**src/rtl/lkf_pkg.sv**
```systemverilog
package lkf_pkg;

   typedef enum logic [1:0] {
      CLS_GOOD = 2'd0,
      CLS_MID  = 2'd1,
      CLS_BAD  = 2'd2
   } width_cls_e;

   // Map a measured width onto the three hysteresis classes.
   function automatic width_cls_e classify(input int width, input int tight, input int loose);
      if (width < tight)
         return CLS_GOOD;
      else if (width > loose)
         return CLS_BAD;
      else
         return CLS_MID;
   endfunction

endpackage

```
**src/rtl/lkf_sync.sv**
```systemverilog
module lkf_sync #(
   parameter int STAGES = 2,
   parameter int W      = 3
) (
   input  logic         clk,
   input  logic         rst_n,
   input  logic [W-1:0] din,
   output logic [W-1:0] dout
);

   generate
      if (STAGES == 0) begin : g_pass
         assign dout = din;
      end else begin : g_chain
         logic [W-1:0] stg [STAGES];
         always_ff @(posedge clk or negedge rst_n) begin
            if (!rst_n) begin
               for (int i = 0; i < STAGES; i++) stg[i] <= '0;
            end else begin
               stg[0] <= din;
               for (int i = 1; i < STAGES; i++) stg[i] <= stg[i-1];
            end
         end
         assign dout = stg[STAGES-1];
      end
   endgenerate

endmodule

```
**src/rtl/lkf_width_meter.sv**
```systemverilog
module lkf_width_meter #(
   parameter int CNT_W = 8
) (
   input  logic             clk,
   input  logic             rst_n,
   input  logic             clear,
   input  logic             err,
   input  logic             strobe,
   output logic             eval_v,
   output logic [CNT_W-1:0] eval_w
);

   localparam logic [CNT_W-1:0] CNT_MAX = {CNT_W{1'b1}};
   localparam logic [CNT_W-1:0] CNT_ONE = CNT_W'(1);

   logic             err_p;
   logic [CNT_W-1:0] cnt;
   logic             done;
   logic             armed;
   logic             fall;
   logic             fire;
   logic [CNT_W-1:0] cnt_inc;

   // falling edge of the combined error pulse
   assign fall    = err_p & ~err;
   // one evaluation per window: first fall, else the closing strobe
   assign fire    = armed & ~done & (fall | strobe);
   assign cnt_inc = (cnt == CNT_MAX) ? cnt : cnt + CNT_ONE;

   always_ff @(posedge clk or negedge rst_n) begin
      if (!rst_n) begin
         err_p  <= 1'b0;
         cnt    <= '0;
         done   <= 1'b0;
         armed  <= 1'b0;
         eval_v <= 1'b0;
         eval_w <= '0;
      end else if (clear) begin
         err_p  <= 1'b0;
         cnt    <= '0;
         done   <= 1'b0;
         armed  <= 1'b0;
         eval_v <= 1'b0;
         eval_w <= '0;
      end else begin
         err_p  <= err;
         eval_v <= fire;
         if (fire) eval_w <= cnt;
         if (strobe) begin
            cnt   <= err ? CNT_ONE : '0;
            done  <= 1'b0;
            armed <= 1'b1;
         end else begin
            if (err) cnt <= cnt_inc;
            if (fall && armed) done <= 1'b1;
         end
      end
   end

endmodule

```
**src/rtl/lkf_run_filter.sv**
```systemverilog
module lkf_run_filter
   import lkf_pkg::*;
#(
   parameter int CNT_W       = 8,
   parameter int TIGHT_TICKS = 6,
   parameter int LOOSE_TICKS = 12,
   parameter int GOOD_RUN    = 5,
   localparam int RUN_W      = $clog2(GOOD_RUN + 1)
) (
   input  logic             clk,
   input  logic             rst_n,
   input  logic             pwr_down,
   input  logic             eval_v,
   input  logic [CNT_W-1:0] eval_w,
   output logic [RUN_W-1:0] run_cnt,
   output logic             locked,
   output logic             lock_out
);

   localparam logic [RUN_W-1:0] RUN_MAX = RUN_W'(GOOD_RUN);
   localparam logic [RUN_W-1:0] RUN_ONE = RUN_W'(1);

   width_cls_e       cls;
   logic [RUN_W-1:0] run_n;
   logic             locked_n;

   assign cls = classify(int'(eval_w), TIGHT_TICKS, LOOSE_TICKS);

   always_comb begin
      run_n    = run_cnt;
      locked_n = locked;
      if (eval_v) begin
         case (cls)
            CLS_GOOD: begin
               if (run_cnt != RUN_MAX) run_n = run_cnt + RUN_ONE;
               if (run_n == RUN_MAX) locked_n = 1'b1;
            end
            CLS_MID: run_n = '0;
            CLS_BAD: begin
               run_n    = '0;
               locked_n = 1'b0;
            end
            default: ;
         endcase
      end
   end

   always_ff @(posedge clk or negedge rst_n) begin
      if (!rst_n) begin
         run_cnt  <= '0;
         locked   <= 1'b0;
         lock_out <= 1'b0;
      end else if (pwr_down) begin
         run_cnt  <= '0;
         locked   <= 1'b0;
         lock_out <= 1'b1;
      end else begin
         run_cnt  <= run_n;
         locked   <= locked_n;
         lock_out <= locked_n;
      end
   end

endmodule

```
**src/rtl/lock_filter.sv**
```systemverilog
module lock_filter #(
   parameter int CNT_W       = 8,
   parameter int TIGHT_TICKS = 6,
   parameter int LOOSE_TICKS = 12,
   parameter int GOOD_RUN    = 5,
   parameter int SYNC_STAGES = 2
) (
   input  logic clk_smp,
   input  logic rst_n,
   input  logic cmp_strobe,
   input  logic err_up,
   input  logic err_dn,
   input  logic pwr_down,
   output logic lock_out
);

   localparam int RUN_W = $clog2(GOOD_RUN + 1);

   // elaboration-time parameter checks
   generate
      if (TIGHT_TICKS < 1) begin : g_bad_tight
         $error("lock_filter: TIGHT_TICKS must be at least 1");
      end
      if (LOOSE_TICKS < TIGHT_TICKS) begin : g_bad_order
         $error("lock_filter: LOOSE_TICKS must not be below TIGHT_TICKS");
      end
      if (LOOSE_TICKS >= (1 << CNT_W) - 1) begin : g_bad_cnt
         $error("lock_filter: CNT_W too narrow for LOOSE_TICKS");
      end
      if (GOOD_RUN < 1) begin : g_bad_run
         $error("lock_filter: GOOD_RUN must be at least 1");
      end
      if (SYNC_STAGES < 0 || SYNC_STAGES > 4) begin : g_bad_sync
         $error("lock_filter: SYNC_STAGES must lie in 0..4");
      end
   endgenerate

   logic [2:0]       in_raw;
   logic [2:0]       in_s;
   logic             err_any;
   logic             eval_v;
   logic [CNT_W-1:0] eval_w;
   logic [RUN_W-1:0] run_cnt;
   logic             locked;

   assign in_raw  = {cmp_strobe, err_dn, err_up};
   assign err_any = in_s[0] | in_s[1];

   lkf_sync #(.STAGES(SYNC_STAGES), .W(3)) u_sync (
      .clk   (clk_smp),
      .rst_n (rst_n),
      .din   (in_raw),
      .dout  (in_s)
   );

   lkf_width_meter #(.CNT_W(CNT_W)) u_meter (
      .clk    (clk_smp),
      .rst_n  (rst_n),
      .clear  (pwr_down),
      .err    (err_any),
      .strobe (in_s[2]),
      .eval_v (eval_v),
      .eval_w (eval_w)
   );

   lkf_run_filter #(
      .CNT_W       (CNT_W),
      .TIGHT_TICKS (TIGHT_TICKS),
      .LOOSE_TICKS (LOOSE_TICKS),
      .GOOD_RUN    (GOOD_RUN)
   ) u_filter (
      .clk      (clk_smp),
      .rst_n    (rst_n),
      .pwr_down (pwr_down),
      .eval_v   (eval_v),
      .eval_w   (eval_w),
      .run_cnt  (run_cnt),
      .locked   (locked),
      .lock_out (lock_out)
   );

endmodule

```
**config.mk**
```make
export PLATFORM = sky130hd
export DESIGN_NAME = lock_filter
export DESIGN_NICKNAME = d
export VERILOG_FILES = /design/src/rtl/lkf_pkg.sv /design/src/rtl/lkf_sync.sv /design/src/rtl/lkf_width_meter.sv /design/src/rtl/lkf_run_filter.sv /design/src/rtl/lock_filter.sv
export SDC_FILE = /design/constraint.sdc
export NUM_CORES = 1
export LEC_CHECK = 0
export ABC_AREA = 0
export CORE_MARGIN = 4
export CORE_UTILIZATION = 45
export CTS_BUF_LIST = sky130_fd_sc_hd__clkbuf_16
export DETAILED_ROUTE_END_ITERATION = 10
export GPL_TIMING_DRIVEN = 0
export PLACE_DENSITY = 0.74
export SLEW_MARGIN = 20
export SYNTH_ARGS = -nofsm -noshare
export SYNTH_HDL_FRONTEND = slang
export SYNTH_SLANG_ARGS = --single-unit
export TNS_END_PERCENT = 5
```
**constraint.sdc**
```tcl
create_clock -name clk_smp -period 1.7 [get_ports clk_smp]
set_clock_uncertainty 0.05 [all_clocks]
set_input_delay 0.17 -clock clk_smp [delete_from_list [all_inputs] [get_ports clk_smp]]
set_output_delay 0.17 -clock clk_smp [all_outputs]
set_load 0.1 [all_outputs]
```
==> results.yml, run 1 <==
setup_path:
  crit_required_ps: 1830
  critical_path.top_delay_family: "simple AND/OR/NAND/NOR gates"
  worstPathCellList: "or4_4 > a21oi_2 > ha_1 > o21bai_1 > a211oi_1"
  critical-path-max-stage-delay_ps: 550
  critical_path_class: "reg -> reg"
  critPathLaunch: "u_meter.eval_w[4]"
  r2r_start: "u_meter.eval_w[4]"
  cp-end-kind: "flip-flop"
  critPathMaxFanout: 3
  crit_arrival_ps: 1940
  critical_path.startpoint_type: "flip-flop"
  regToRegSetupSlack_ps: -110
  r2r_cells: 5
  cpMaxStageDelayCell: "or4_4"
  regToRegEndpoint: "u_filter.run_cnt[2]"
  crit_buf_inv: 0
place:
  dp_hpwl_mm: 1.792
  port_buffers: 5
  postPlaceCellArea_um2: 1534
  dp_slack_ps: -118.1
  place_congestion: 0.9009
  dp_cells: 183
layout:
  instances_no_fill: 194
  final_cell_mix: "dfrtp_1, nor2_1, mux2i_1, a21oi_1"
  fin_util: 0.5590
  drive_gt1_frac: 0.1467
  antenna-diode-count: 0
  layout_commonest_cell: "dfrtp_1"
  final_area_um2: 1707
  final_nets: 159
  syn2layout_area_growth_pct: 19.34
  fillers: 266
logic_synthesis:
  synth_edf_count: 0
  synthesis.area_um2: 1430
  syn_avg_cell_area_um2: 10.67
  synth_area_leader_cell: "dfrtp_1"
  synthesis.nets: 144
  synth_top_area_frac: 0.5424
  netlist_top_cells_area: "dfrtp_1, mux2i_1, nor2_1"
  netlist_instances: 134
  async_flop_share: 1.000
  ys_seq_area_frac: 0.5424
  yosysWarnings: 0
  ys.flop_type: "dfrtp_1"
  ys_ff_latch: 31
  yosysUniqueCellTypes: 36
power:
  p_per_area_nw_per_um2: 977.7
  irDropWorstVdd_mv: 0.6917
  cellLeakagePower_uw: 0.0007616
drt:
  vias: 1069
  drt_iter0_drc: 60
  firstDrtPassIters: 6
  wl_mm: 2.676
  final_antenna_net_count: 0
  avgRoutedWirePerCell_um: 13.79
  viasPerCell: 5.510
  drc: 0
timing:
  drv_slew: 0
  slew-limit-headroom: 0.3701
  period_minus_slack_ps: 1809
  setup_viol: 3
  rsz0062_at_grt: "yes"
  fmax_ghz: 0.5528
  worst_pin_slew_ps: 948.6
  hold_viol_final: 0
  layout_setup_ws_ps: -109.0
  worst_hold_slack_ps: 136.3
  fin_crit_sh: 1.064
clock_network:
  cts.htree.levels: 2
  cts_num_sinks: 31
  cts_tree: "done"
  cts_made_buffers: 5
  insertion_delay_ps: 270
  clkTransAtPathRegs_ps: 50
  root_buffer: "clkbuf_16"
  clock_path_buffers: 2
hold_path:
  hp-start: "pwr_down"
  min_path_cells: 2
  hold_end: "u_filter.run_cnt[1]"
  hold_class: "in -> reg"
status:
  violations: "setup timing"
  outcome: "finished, violations left"
global_routing:
  grt_usage: 0.1537
  grt_pass1_vias: 1091
  grt_pass1_wl_mm: 4.823
  antenna_found_initial: 0
  gr-total-overflow: 0
  grt_start_max_net_pins: 32
run:
  maxCapViolCount: 0
floorplanning:
  die_w_um: 64.38
  std_cell_rows: 20
  dieHeight_um: 64.38
  core_um2: 3053
  die-area_um2: 4144
  floorplan.initialDensity: 0.4684
  ios: 7
## report_power, final
part | switching (uW) | leakage, uW | internal [uW]
clock network | 284 | 0.0000701 | 524
registers | 16.3 | 0.000411 | 758
logic | 53.0 | 0.000280 | 33.7
total | 353 | 0.000762 | 1320
## cell usage after synthesis, drive strengths merged (3+ instances only)
| library cell | instances |
|---|---|
| dfrtp | 31 |
| nor2 | 20 |
| a21oi | 11 |
| mux2i | 9 |
| nand2 | 5 |
| ha | 4 |
| nand3 | 4 |
| nand3b | 4 |
| nor3 | 4 |
| o21ai | 4 |
| buf | 3 |
| nand2b | 3 |
| o21a | 3 |
## cell type report
cell class	instances	area, um^2	area share
sequential	31	775.7	0.4545
timing repair buffer	8	68.82	0.04032
clock inverter	3	11.26	0.006598
tap	44	55.05	0.03226
inverter	2	7.507	0.004399
buffer	4	18.77	0.01100
clock buffer	5	125.1	0.07331
multi-input combinational	97	644.4	0.3776
## layer usage
metal,vias up,GRT usage,part of all wire
met5,-,0,0
met4,0,0.06860,0.025
met3,10,0.05975,0.043
met2,29,0.2474,0.51
met1,523,0.1808,0.42
li1,507,-,-
## kinds of logic after synthesis
| group | synth area share |
|---|---|
| adders and majority gates | 0.03500 |
| AOI/OAI and AO/OA | 0.1321 |
| and+or+nand+nor | 0.1907 |
| DFF | 0.5424 |
| buffers and inverters | 0.01837 |
| xor gates and xnor gates | 0.01838 |
| muxes | 0.06299 |
## flip-flops by register name, summed over array words and instances (netlist names)
signal	count
u_meter.eval_v	1
u_meter.err_p	1
u_filter.run_cnt	3
u_sync.dout	3
u_meter.armed	1
u_meter.cnt	8
u_filter.lock_out	1
u_meter.eval_w	8
u_meter.done	1
u_sync.g_chain.stg	3
u_filter.locked	1
## through the flow
stage                     total power (uW)  setup TNS [ps]
after floorplan                      833.4          -31.18
after global placement               868.7           -3316
after detailed placement             870.6          -208.6
after CTS                             1694          -258.5
after global routing                  1745          -651.5
final                                 1669          -180.2
## timing repair
action,CTS,global route
pin swaps,0,2
endpoints found under the setup margin,6,6
gates resized for setup,3,2
buffers inserted,0,2
hold buffers,1,0
hold endpoints to repair,31,0
## worst max-delay path by stage
stage,endpoint,slack [ps],depth (start not counted)
after detailed placement,u_filter.run_cnt[2],-120,5
after CTS,u_filter.run_cnt[2],-130,5
after global routing,u_filter.run_cnt[2],-160,5
final,u_filter.run_cnt[2],-110,5
after global placement,u_sync.g_chain.stg[5],-100,1
after floorplan,u_filter.run_cnt[2],-30,5
(Power assumes the default switching activity.)
==> run 2: changes to the inputs <==
--- a/config.mk
+++ b/config.mk
@@ -12,6 +12,7 @@
 export DETAILED_ROUTE_END_ITERATION = 10
 export GPL_TIMING_DRIVEN = 0
 export PLACE_DENSITY = 0.74
+export SKIP_CTS_REPAIR_TIMING = 1
 export SLEW_MARGIN = 20
 export SYNTH_ARGS = -nofsm -noshare
 export SYNTH_HDL_FRONTEND = slang
==> run 2 against run 1 <==
Die area unchanged. Highest routed layer unchanged. Critical endpoint unchanged. Setup slack got worse by 8.8 ps. Design area down 0.66%. The run still ends with setup timing left. Fmax is 0.48% lower. Largest power group unchanged. Non-clock buffer count is 2 lower. Register-to-register slack barely moved. Routed wire length is 0.93% lower. Utilization shrank 0.37 points.
==> results.yml, run 2 (synthesized netlist as in run 1, its figures left out) <==
power:
  cellLeakagePower_uw: 0.0007585
  switching_share: 0.2116
  irDropWorstVdd_mv: 0.6958
  p_seq_frac: 0.464
  p_per_area_nw_per_um2: 985.0
  p_int_uw: 1317
  combPwrFrac: 0.052
  finalPower_uw: 1670
  pwr-share-clk: 0.484
  switchingPower_uw: 353.4
timing:
  hold_viol_final: 0
  rsz0062_at_grt: "yes"
  layout_setup_ws_ps: -117.8
  slew-limit-headroom: 0.3577
  fmax_ghz: 0.5501
  period_minus_slack_ps: 1818
  fin_crit_sh: 1.069
  drv_slew: 0
  setup_viol: 3
  worst_pin_slew_ps: 961.8
  worst_hold_slack_ps: 134.0
drt:
  final_antenna_net_count: 0
  firstDrtPassIters: 6
  drc: 0
  vias: 1053
  wl_met3_um: 106
  viasPerCell: 5.484
  drt_iter0_drc: 76
  wl_mm: 2.651
  wl_met1_mm: 1.121
  avgRoutedWirePerCell_um: 13.81
  met2_length_mm: 1.371
  top_layer: "met4"
setup_path:
  critical_path.startpoint_type: "flip-flop"
  critical-path-max-stage-delay_ps: 560
  critical_path.top_delay_family: "simple AND/OR/NAND/NOR gates"
  crit_required_ps: 1830
  worstPathCellList: "or4_4 > a21oi_2 > ha_1 > o21bai_1 > a211oi_1"
  cp-end-kind: "flip-flop"
  r2r_cells: 5
  crit_arrival_ps: 1950
  cpMaxStageDelayCell: "or4_4"
  critPathMaxFanout: 3
  crit_cells: 5
  crit_buf_inv: 0
  critical_path_class: "reg -> reg"
floorplanning:
  die-area_um2: 4144
  std_cell_rows: 20
  ios: 7
  die_w_um: 64.38
  core_um2: 3053
  floorplan.initialDensity: 0.4684
  dieHeight_um: 64.38
layout:
  multi_input_area_um2: 644.4
  antenna-diode-count: 0
  top_regs: "u_meter.cnt: 8 flops, u_meter.eval_w: 8 flops"
  final_cell_mix: "dfrtp_1, nor2_1, mux2i_1, a21oi_1"
  final_nets: 157
  syn2layout_area_growth_pct: 18.55
  seqCellArea_um2: 775.7
  layout_commonest_cell: "dfrtp_1"
  fillers: 264
  fin_util: 0.5553
  drive_gt1_frac: 0.1351
place:
  dp_slack_ps: -118.1
  port_buffers: 5
  place_congestion: 0.9009
  dp_hpwl_mm: 1.792
global_routing:
  grt_pass1_vias: 1075
  antenna_found_initial: 0
  gr-total-overflow: 0
  grt_pass1_wl_mm: 4.733
  grt_usage: 0.1511
  grt_start_max_net_pins: 32
status:
  outcome: "finished, violations left"
  violations: "setup timing"
clock_network:
  cts.htree.levels: 2
  insertion_delay_ps: 270
  clkTransAtPathRegs_ps: 50
  root_buffer: "clkbuf_16"
  cts_made_buffers: 5
  cts_tree: "done"
  cts_num_sinks: 31
  clock_path_buffers: 2
run:
  maxCapViolCount: 0
hold_path:
  hold_class: "in -> reg"
  min_path_cells: 2
run 2: power by group through the flow:
stage               Clock (uW)  Sequential, uW  Combinational, uW
detailed placement           0             785               85.3
global placement             0             784               84.7
global route               870             776               98.9
CTS                        831             774               86.4
finish                     808             774               87.5
floorplan                    0             790               43.3
run 2: worst register-to-register path, stage by stage (launching register included):
cell,delay (ps)
dfrtp_1,390
or4_4,560
a21oi_2,120
ha_1,260
o21bai_1,160
a211oi_1,190
run 2: path summary, 6_finish.rpt:
kind / slack (ps) / endpoint / from
worst max-delay path: -120 / u_filter.run_cnt[2] / u_meter.eval_w[4]
worst min-delay path: 130 / u_filter.run_cnt[1] / pwr_down
worst max register to register: -120 / u_filter.run_cnt[2] / u_meter.eval_w[4]
worst min register to register: 300 / u_sync.dout[2] / u_sync.g_chain.stg[5]
max in group asynchronous: 750 / u_filter.run_cnt[1] / rst_n
min in group asynchronous: 420 / u_filter.lock_out / rst_n
run 2: per-layer routing:
layer  global-route usage  up-vias
li1                     -      502
met1               0.1774      513
met2               0.2461       30
met3              0.05975        8
met4              0.06069        0
met5                    0        -
run 2: area by class of cell:
| type | count | share of cell area |
|---|---|---|
| flip-flops and latches | 31 | 0.4576 |
| multi-input cells | 97 | 0.3801 |
| plain buffers | 4 | 0.01107 |
| well taps | 44 | 0.03247 |
| inverters | 2 | 0.004428 |
| clock inverters | 3 | 0.006642 |
| clock buffers | 5 | 0.07380 |
| repair buffers | 6 | 0.03395 |
run 2: stage by stage:
step / TNS, ps / instance area [um^2] / cells
after floorplan: -31.18 / 1434 / 134
after global placement: -3316 / 1539 / 183
after detailed placement: -208.6 / 1534 / 183
after CTS: -528.9 / 1670 / 191
after global routing: -739.0 / 1695 / 192
final: -207.5 / 1695 / 192
==> run 3: changes to the inputs <==
--- a/config.mk
+++ b/config.mk
@@ -6,12 +6,13 @@
 export NUM_CORES = 1
 export LEC_CHECK = 0
 export ABC_AREA = 0
+export CORE_ASPECT_RATIO = 0.5
 export CORE_MARGIN = 4
 export CORE_UTILIZATION = 45
 export CTS_BUF_LIST = sky130_fd_sc_hd__clkbuf_16
 export DETAILED_ROUTE_END_ITERATION = 10
 export GPL_TIMING_DRIVEN = 0
-export PLACE_DENSITY = 0.74
+export PLACE_DENSITY = 0.71
 export SKIP_CTS_REPAIR_TIMING = 1
 export SLEW_MARGIN = 20
 export SYNTH_ARGS = -nofsm -noshare
==> constraint.sdc (replaced) <==
create_clock -name clk_smp -period 1.85 [get_ports clk_smp]
set_clock_uncertainty 0.05 [all_clocks]
set_input_delay 0.185 -clock clk_smp [delete_from_list [all_inputs] [get_ports clk_smp]]
set_output_delay 0.185 -clock clk_smp [all_outputs]
set_load 0.1 [all_outputs]
==> run 3 against run 2 <==
The flow now finishes without violations. Via count is 2.8% lower. Global-route usage is 1.5 points lower. First-iteration DRC count is 62% lower. Count of clock-buffer cells in the layout stayed put. Fmax is 1.6% lower. Critical path depth stayed put. Non-clock buffer count stayed put. Die area is 1.3% higher. Utilization is 0.78 points higher. Critical path type unchanged.
==> results.yml, run 3 (synthesized netlist as in run 1, its figures left out) <==
status:
  outcome: "finished, final reports clean"
setup_path:
  critical_path.top_delay_family: "simple AND/OR/NAND/NOR gates"
  regToRegSetupSlack_ps: 3
  critical-path-max-stage-delay_ps: 550
  crit_required_ps: 1990
  critical_path_class: "reg -> reg"
  critical_path.startpoint_type: "flip-flop"
  cpMaxStageDelayCell: "or4_4"
  cp-end-kind: "flip-flop"
  worstPathCellList: "or4_4 > a21oi_1 > ha_1 > o21bai_1 > a211oi_2"
  crit_arrival_ps: 1980
  critPathMaxFanout: 3
  crit_buf_inv: 0
global_routing:
  grt_use_met2: 0.2141
  gr-max-usage-layer: "met2"
  antenna_found_initial: 0
  grt_start_max_net_pins: 32
  grt_util_met1: 0.1698
  grt_pass1_wl_mm: 4.119
  grt_usage: 0.1359
  grt_pass1_vias: 895
  gr-total-overflow: 0
  grt_use_met3: 0.05670
timing:
  layout_setup_ws_ps: 2.712
  drv_slew: 0
  finalSetupTns_ps: 0
  period_minus_slack_ps: 1847
  fin_crit_sh: 0.9985
  hold_viol_final: 0
  slew-limit-headroom: 0.3595
  worst_pin_slew_ps: 959.2
  rsz0062_at_grt: "yes"
  setup_viol: 0
  fmax_ghz: 0.5413
hold_path:
  hold_class: "in -> reg"
place:
  dp_hpwl_mm: 1.643
  dp_slack_ps: -44.54
  postPlaceCellArea_um2: 1525
  port_buffers: 5
  place_congestion: 0.7708
drt:
  viasPerCell: 5.447
  vias: 1024
  wl_mm: 2.464
  avgRoutedWirePerCell_um: 13.11
  final_antenna_net_count: 0
  drc: 0
  drt_iter0_drc: 29
  firstDrtPassIters: 4
layout:
  final_area_um2: 1707
  final_cell_mix: "dfrtp_1, nor2_1, a21oi_1, mux2i_1"
  fin_util: 0.5632
  final_nets: 157
  seqCellArea_um2: 775.7
  drive_gt1_frac: 0.1284
  fillers: 265
  layout_commonest_cell: "dfrtp_1"
  multi_input_area_um2: 633.1
  antenna-diode-count: 0
  syn2layout_area_growth_pct: 19.34
  top_regs: "u_meter.cnt: 8 flops, u_meter.eval_w: 8 flops"
floorplanning:
  core_um2: 3030
  ios: 7
  die_w_um: 87.73
  floorplan.initialDensity: 0.4719
  die-area_um2: 4199
  std_cell_rows: 14
  dieHeight_um: 47.87
clock_network:
  root_buffer: "clkbuf_16"
  cts_made_buffers: 5
  cts_num_sinks: 31
  insertion_delay_ps: 270
  cts_tree: "done"
  cts.htree.levels: 2
  clock_path_buffers: 2
  clkTransAtPathRegs_ps: 50
power:
  p_per_area_nw_per_um2: 991.5
  cellLeakagePower_uw: 0.0007699
  irDropWorstVdd_mv: 0.5778
  finalPower_uw: 1692
run:
  maxCapViolCount: 0
## run 3: cell count changes in the layout (fill, tap and decap cells not counted)
cell,previous run,this run
a211oi_1,2,1
a211oi_2,0,1
a21oi_1,7,10
a21oi_2,4,1
bufinv_16,0,1
clkinv_1,2,1
clkinv_2,0,1
inv_1,3,2
nor3_1,3,4
nor3_2,1,0
## run 3: worst reg2reg max path, cell delays in order, from the launching register on
cell,delay [ps]
dfrtp_1,390
or4_4,550
a21oi_1,150
ha_1,280
o21bai_1,180
a211oi_2,170
## run 3: final cells by class
class	count	share of cell area
clock buffer	5	0.07331
inverter	2	0.004399
multi-input combinational	97	0.3710
tap	40	0.02933
buffer	4	0.01100
clock inverter	3	0.02273
timing repair buffer	6	0.03372
sequential	31	0.4545
## run 3: path summary, 6_finish.rpt
kind	startpoint	endpoint	cells after the start
max reg2reg	u_meter.eval_w[4]	u_filter.run_cnt[2]	5
max	u_meter.eval_w[4]	u_filter.run_cnt[2]	5
min reg2reg	u_sync.g_chain.stg[5]	u_sync.dout[2]	0
min in group asynchronous	rst_n	u_meter.cnt[4]	2
max in group asynchronous	rst_n	u_filter.locked	2
min	pwr_down	u_filter.run_cnt[2]	2
## run 3: where the power goes
group	switching, uW	internal (uW)
sequential	14.7	696
clock	276	626
combinational	47.4	31.3
total	339	1350
## run 3: stage by stage
stage / instances / hold slack [ps]
CTS: 187 / -70.64
global route: 188 / 152.1
global placement: 179 / 282.2
finish: 188 / 145.1
detailed placement: 179 / 222.6
floorplan: 134 / -160.6
## run 3: per-layer routing
layer / share of wire / vias up
met5: 0 / -
met3: 0.047 / 5
met2: 0.43 / 27
met1: 0.50 / 493
li1: - / 499
met4: 0.019 / 0
